===== config.mk =====
export PLATFORM = sky130hd
export DESIGN_NAME = strobe_word_tx
export DESIGN_NICKNAME = d
export VERILOG_FILES = /design/src/rtl/stx_pkg.sv /design/src/rtl/stx_ready_sync.sv /design/src/rtl/stx_ctrl.sv /design/src/rtl/stx_datapath.sv /design/src/rtl/strobe_word_tx.sv
export SDC_FILE = /design/constraint.sdc
export NUM_CORES = 1
export LEC_CHECK = 0
export BUFFER_PORTS_ARGS = -buffer_cell sky130_fd_sc_hd__buf_2
export CAP_MARGIN = 10
export CORE_ASPECT_RATIO = 1.4
export CORE_MARGIN = 5
export CORE_UTILIZATION = 40
export DETAILED_ROUTE_END_ITERATION = 12
export HOLD_SLACK_MARGIN = 0.02
export PLACE_DENSITY_LB_ADDON = 0.3
export SETUP_SLACK_MARGIN = 0.3
export SYNTH_ARGS = -nofsm -noshare
export SYNTH_HDL_FRONTEND = slang
export SYNTH_HIERARCHICAL = 1
export SYNTH_SLANG_ARGS = --single-unit

===== constraint.sdc =====
create_clock -name clk -period 2.67 [get_ports clk]
set_input_delay 0.534 -clock clk [delete_from_list [all_inputs] [get_ports clk]]
set_output_delay 0.534 -clock clk [all_outputs]
set_load 0.01 [all_outputs]

===== src/rtl/stx_pkg.sv =====
`timescale 1ns/1ps
package stx_pkg;

  // Controller phases: idle, fetching samples, strobe low, strobe released
  typedef enum logic [1:0] {
    ST_IDLE    = 2'd0,
    ST_LOAD    = 2'd1,
    ST_STROBE  = 2'd2,
    ST_RELEASE = 2'd3
  } txState_e;

  // Strobes from the controller into the datapath
  typedef struct packed {
    logic load;      // capture fifoData into the next holding slot
    logic advance;   // move to the next byte lane
    logic wordDone;  // the last lane of a longword has been released
  } dpCtrl_t;

endpackage


===== src/rtl/stx_ready_sync.sv =====
`timescale 1ns/1ps
module stx_ready_sync #(
  parameter int STAGES = 2
) (
  input  logic clk,
  input  logic rstN,
  input  logic readyN,
  output logic readySeen
);

  logic [STAGES-1:0] chain;

  for (genvar g = 0; g < STAGES; g++) begin : gStage
    if (g == 0) begin : gFirst
      always_ff @(posedge clk or negedge rstN) begin
        if (!rstN) chain[0] <= 1'b1;
        else       chain[0] <= readyN;
      end
    end else begin : gNext
      always_ff @(posedge clk or negedge rstN) begin
        if (!rstN) chain[g] <= 1'b1;
        else       chain[g] <= chain[g-1];
      end
    end
  end

  assign readySeen = ~chain[STAGES-1];

endmodule


===== src/rtl/stx_ctrl.sv =====
`timescale 1ns/1ps
module stx_ctrl
  import stx_pkg::*;
(
  input  logic    clk,
  input  logic    rstN,
  input  logic    fifoEmpty,
  input  logic    fifoHalf,
  input  logic    readySeen,
  input  logic    loadLast,
  input  logic    lastByte,
  output logic    fifoRd,
  output logic    strobeN,
  output logic    busy,
  output dpCtrl_t ctl
);

  txState_e state, nextState;

  always_ff @(posedge clk or negedge rstN) begin
    if (!rstN) state <= ST_IDLE;
    else       state <= nextState;
  end

  always_comb begin
    nextState = state;
    ctl       = '0;
    case (state)
      ST_IDLE: begin
        if (fifoHalf && !fifoEmpty) nextState = ST_LOAD;
      end
      ST_LOAD: begin
        ctl.load = 1'b1;
        if (loadLast) nextState = ST_STROBE;
      end
      ST_STROBE: begin
        if (readySeen) nextState = ST_RELEASE;
      end
      ST_RELEASE: begin
        if (!readySeen) begin
          ctl.advance  = 1'b1;
          ctl.wordDone = lastByte;
          nextState    = lastByte ? ST_IDLE : ST_STROBE;
        end
      end
      default: nextState = ST_IDLE;
    endcase
  end

  assign fifoRd  = (state == ST_LOAD);
  assign strobeN = (state != ST_STROBE);
  assign busy    = (state != ST_IDLE);

  // a pop is never requested from an empty buffer
  assert_no_read_when_empty_R5: assert property (@(posedge clk) disable iff (!rstN)
    fifoRd |-> !fifoEmpty);

  // idle and below threshold means no read in the following cycle
  assert_no_start_below_half_R2: assert property (@(posedge clk) disable iff (!rstN)
    (!busy && !fifoHalf) |=> !fifoRd);

  // the strobe holds low until the synchronised ready arrives
  assert_strobe_waits_ready_R7: assert property (@(posedge clk) disable iff (!rstN)
    (!strobeN && !readySeen) |=> !strobeN);

  // a new strobe starts only with ready released
  assert_strobe_start_released_R7: assert property (@(posedge clk) disable iff (!rstN)
    $fell(strobeN) |-> !readySeen);

endmodule


===== src/rtl/stx_datapath.sv =====
`timescale 1ns/1ps
module stx_datapath
  import stx_pkg::*;
#(
  parameter int SAMPLE_W         = 16,
  parameter int BYTE_W           = 8,
  parameter int SAMPLES_PER_WORD = 2,
  parameter int COUNT_W          = 16
) (
  input  logic                clk,
  input  logic                rstN,
  input  logic [SAMPLE_W-1:0] fifoData,
  input  dpCtrl_t             ctl,
  output logic [BYTE_W-1:0]   byteOut,
  output logic                loadLast,
  output logic                lastByte,
  output logic [COUNT_W-1:0]  wordCount
);

  localparam int WORD_W = SAMPLE_W * SAMPLES_PER_WORD;
  localparam int LANES  = WORD_W / BYTE_W;
  localparam int BIDX_W = (LANES > 1) ? $clog2(LANES) : 1;
  localparam int LIDX_W = (SAMPLES_PER_WORD > 1) ? $clog2(SAMPLES_PER_WORD) : 1;

  logic [WORD_W-1:0] holdWord;
  logic [BIDX_W-1:0] byteIdx;
  logic [LIDX_W-1:0] loadIdx;
  logic [BYTE_W-1:0] byteLane [LANES];

  // Holding register: older sample lands in the lower slot
  always_ff @(posedge clk) begin
    for (int s = 0; s < SAMPLES_PER_WORD; s++) begin
      if (ctl.load && (loadIdx == LIDX_W'(s)))
        holdWord[s*SAMPLE_W +: SAMPLE_W] <= fifoData;
    end
  end

  assign loadLast = (loadIdx == LIDX_W'(SAMPLES_PER_WORD - 1));

  always_ff @(posedge clk or negedge rstN) begin
    if (!rstN)         loadIdx <= '0;
    else if (ctl.load) loadIdx <= loadLast ? '0 : loadIdx + LIDX_W'(1);
  end

  // Byte lanes, lowest lane first on the wire
  for (genvar g = 0; g < LANES; g++) begin : gLane
    assign byteLane[g] = holdWord[g*BYTE_W +: BYTE_W];
  end

  assign lastByte = (byteIdx == BIDX_W'(LANES - 1));
  assign byteOut  = byteLane[byteIdx];

  always_ff @(posedge clk or negedge rstN) begin
    if (!rstN)            byteIdx <= '0;
    else if (ctl.advance) byteIdx <= lastByte ? '0 : byteIdx + BIDX_W'(1);
  end

  always_ff @(posedge clk or negedge rstN) begin
    if (!rstN)             wordCount <= '0;
    else if (ctl.wordDone) wordCount <= wordCount + COUNT_W'(1);
  end

  // the longword count only ever steps by one
  assert_count_step_R10: assert property (@(posedge clk) disable iff (!rstN)
    !$stable(wordCount) |-> (wordCount == $past(wordCount) + COUNT_W'(1)));

endmodule


===== src/rtl/strobe_word_tx.sv =====
`timescale 1ns/1ps
module strobe_word_tx
  import stx_pkg::*;
#(
  parameter int SAMPLE_W         = 16,
  parameter int BYTE_W           = 8,
  parameter int SAMPLES_PER_WORD = 2,
  parameter int SYNC_STAGES      = 2,
  parameter int COUNT_W          = 16
) (
  input  logic                clk,
  input  logic                rstN,
  input  logic [SAMPLE_W-1:0] fifoData,
  input  logic                fifoEmpty,
  input  logic                fifoHalf,
  output logic                fifoRd,
  output logic [BYTE_W-1:0]   txData,
  output logic                txStrobeN,
  input  logic                txReadyN,
  output logic                busy,
  output logic [COUNT_W-1:0]  wordCount
);

  dpCtrl_t ctl;
  logic    readySeen;
  logic    loadLast;
  logic    lastByte;

  stx_ready_sync #(.STAGES(SYNC_STAGES)) uSync (
    .clk       (clk),
    .rstN      (rstN),
    .readyN    (txReadyN),
    .readySeen (readySeen)
  );

  stx_ctrl uCtrl (
    .clk       (clk),
    .rstN      (rstN),
    .fifoEmpty (fifoEmpty),
    .fifoHalf  (fifoHalf),
    .readySeen (readySeen),
    .loadLast  (loadLast),
    .lastByte  (lastByte),
    .fifoRd    (fifoRd),
    .strobeN   (txStrobeN),
    .busy      (busy),
    .ctl       (ctl)
  );

  stx_datapath #(
    .SAMPLE_W         (SAMPLE_W),
    .BYTE_W           (BYTE_W),
    .SAMPLES_PER_WORD (SAMPLES_PER_WORD),
    .COUNT_W          (COUNT_W)
  ) uPath (
    .clk       (clk),
    .rstN      (rstN),
    .fifoData  (fifoData),
    .ctl       (ctl),
    .byteOut   (txData),
    .loadLast  (loadLast),
    .lastByte  (lastByte),
    .wordCount (wordCount)
  );

  // the byte stays put for as long as the strobe stays low
  assert_data_stable_R7: assert property (@(posedge clk) disable iff (!rstN)
    (!txStrobeN && !$past(txStrobeN)) |-> $stable(txData));

  // a strobe is never issued while idle
  assert_strobe_only_busy_R6: assert property (@(posedge clk) disable iff (!rstN)
    !txStrobeN |-> busy);

endmodule


==> impl_metrics.tcl <==
set metrics [dict create \
    status "completed" \
    layout_commonest_cell "buf_2" \
    crit_fanout 10 \
    synth_edf_count 32 \
    place_area_mm2 0.00250 \
    syn2layout_area_growth_pct 20.3 \
    clk_latency_ns 0.30 \
    drive_above_1_share_pct 41.3 \
    tightest_slew_ns 0.738 \
    numCtsBuffers 5 \
    grt_first_pass_wirelength_um 6210 \
    multi_input_area_um2 624 \
    drv_cap 0 \
    cp.required_ns 2.86 \
    first_iter_violations 67 \
    drv_slew 0 \
    synth_seq_cells 55 \
    r2r_setup_slack_ns 0.44 \
    r2r-end "uPath/wordCount[13]" \
    finalNonFillerCells 247 \
    critical_path_class "flip-flop to flip-flop" \
    yosysSeqAreaShare_pct 70.2 \
    hp-class "primary input to asynchronous set/reset pin" \
    die-area_mm2 0.00708 \
    syn-num-nets 149 \
    fillerInstances 494 \
    setup_viol 0 \
    core_mm2 0.00541 \
    clk_pin_slew_ns 0.09 \
    rsz0062_at_grt "no" \
    grt_max_degree 24 \
    cts_setup_buffers 0 \
    hold_slack_ns 0.187 \
    yosysTopAreaCell "edfxtp_1" \
    r2r.worst_path.cells 6 \
    seqCellArea_mm2 0.00154 \
    peakVddDrop_v 0.000338 \
    worstPathArrival_ns 2.42 \
    layout_common_cells "47 x buf_2, 32 x edfxtp_1, 21 x dfrtp_1" \
    drt_first_pass_iters 4 \
    finalHoldViolations 0 \
    period_share_pct 83.4 \
    wl_per_cell_um 15.5 \
    power_leakage_uw 0.00111 \
    pwr_density_cell_mw_per_mm2 885 \
    slew-limit-headroom_pct 50.8 \
    ys_types 33 \
    gp_congestion 0.836 \
    dp.cells 239 \
    pin_count 48 \
    cts_tree "built" \
    drt-total-wl_um 3830 \
    r2r-start "uPath/byteIdx[1]" \
    drc_errors 0 \
    die_h_um 97.6 \
    synth_area_leaders "edfxtp_1 44%, dfrtp_1 24%, mux4_2 8.2%" \
    setup_tns_ns 0 \
    post_synth.cell_area_avg_um2 17.4 \
    fin_nets 201 \
    vias 1234 \
    io_buffers 47 \
    yosysWarningCount 6 \
    syn_area_mm2 0.00219 \
    synth-main-ff-cell "edfxtp_1" \
    fin_worst_skew_ns 0.00236 \
    clkSinkCount 55 \
    rows 32 \
    synth_top_area_share_pct 43.9 \
    syn-instance-count 126 \
    drtAntennaViolNets 0 \
    die_w_um 72.5 \
    grt_overflow 0 \
    antenna_cells 0 \
    cts_max_level 2 \
    ctsHoldBuffers 0 \
    post_cts_resized 0 \
    antenna_found_initial 0 \
    max_freq_mhz 449 \
    vias_per_cell 5.00 \
    grt_pass1_vias 1346 \
    fin_area_mm2 0.00264 \
    dp_hpwl_um 2810 \
    period_minus_slack_ns 2.23 \
    critPathLaunchType "flip-flop" \
    grt.total_usage_pct 11.4 \
    cts.path.max_buffers 2 \
    initial_core_util_pct 40.5 \
    synthArstFlopShare_pct 41.8 \
    crit_path_end_kind "flip-flop" \
    clk_root_buffer_cell "clkbuf_8" \
]
cell type report:
cell class	count	area share (%)
Multi-Input combinational cell	66	23.7
Inverter	1	0.142
Sequential cell	55	58.4
Clock buffer	6	2.75
Timing Repair Buffer	49	9.50
Clock inverter	2	2.28
Tap cell	68	3.23
Yosys cell counts (2+ instances only):
cell type and n:
nand2b_1 2, and4_1 2, nand3_1 2, nand2_1 7, nor2b_1 2, ha_1 2, mux2_2 3, mux4_2 8
xor2_1 4, nor2_1 3, dfstp_2 2, nand4_1 4, buf_4 2, xnor2_1 11, dfrtp_1 21, and2_1 2
edfxtp_1 32, and3_1 2
routing by layer:
layer | vias up | GRT usage (%) | share of wire [%]
met4 | 0 | 6.25 | 2.8
met1 | 611 | 12.7 | 39
li1 | 569 | - | -
met5 | - | 0 | 0
met2 | 43 | 19.3 | 53
met3 | 11 | 3.00 | 6.1
worst max-delay path by stage:
| stage | start | endpoint | slack (ns) | depth (start not counted) |
|---|---|---|---|---|
| 4_1_cts | uPath/byteIdx[1] | uPath/wordCount[13] | 0.41 | 6 |
| 6_report | uPath/byteIdx[1] | uPath/wordCount[13] | 0.44 | 6 |
| 3_3_place_gp | uPath/byteIdx[1] | uPath/wordCount[13] | 0.51 | 6 |
| 3_5_place_dp | uPath/byteIdx[1] | uPath/wordCount[13] | 0.43 | 6 |
| 2_1_floorplan | uCtrl/state[0] | uPath/holdWord[0] | 0.68 | 3 |
| 5_1_grt | uPath/byteIdx[1] | uPath/wordCount[13] | 0.31 | 6 |
worst max-delay path, cell delays in order (launching register included):
cell     delay, ns
dfrtp_1       0.60
ha_1          0.26
and4b_1       0.35
and4_1        0.27
and3_1        0.34
nand4_4       0.14
xnor2_2       0.15
logic make-up after synthesis:
kind of cell             count (synthesis)  synth area share [%]
adder cells (fa/ha/maj)                  2                  1.14
XOR/XNOR                                16                  6.74
multiplexers                            11                  9.77
AND/OR/NAND/NOR                         35                  10.2
AO/OA/AOI/OAI                            2                 0.628
buffers and inverters                    5                  1.26
flip-flops                              55                  70.2
state kept, by name, indices dropped and copies added (netlist names):
name and count:
uPath/byteIdx 2, uPath/wordCount 16, uCtrl/state 2, uPath/holdWord 32
uPath/loadLast 1, uSync/chain 2
through the flow:
step	power [µW]	setup slack (ns)	util, %
floorplan	1520	0.680	-
global placement	1720	0.511	46.3
detailed placement	1740	0.426	46.3
CTS	2370	0.405	48.8
global route	2460	0.305	48.8
finish	2330	0.444	48.8
power breakdown:
| part | leakage [µW] | internal [µW] | total (µW) | switching, µW |
|---|---|---|---|---|
| Sequential | 0.000587 | 1030 | 1150 | 120 |
| Combinational | 0.000456 | 299 | 558 | 259 |
| Clock | 0.0000654 | 374 | 619 | 245 |
No activity file was read; power rests on OpenSTA's default activity.
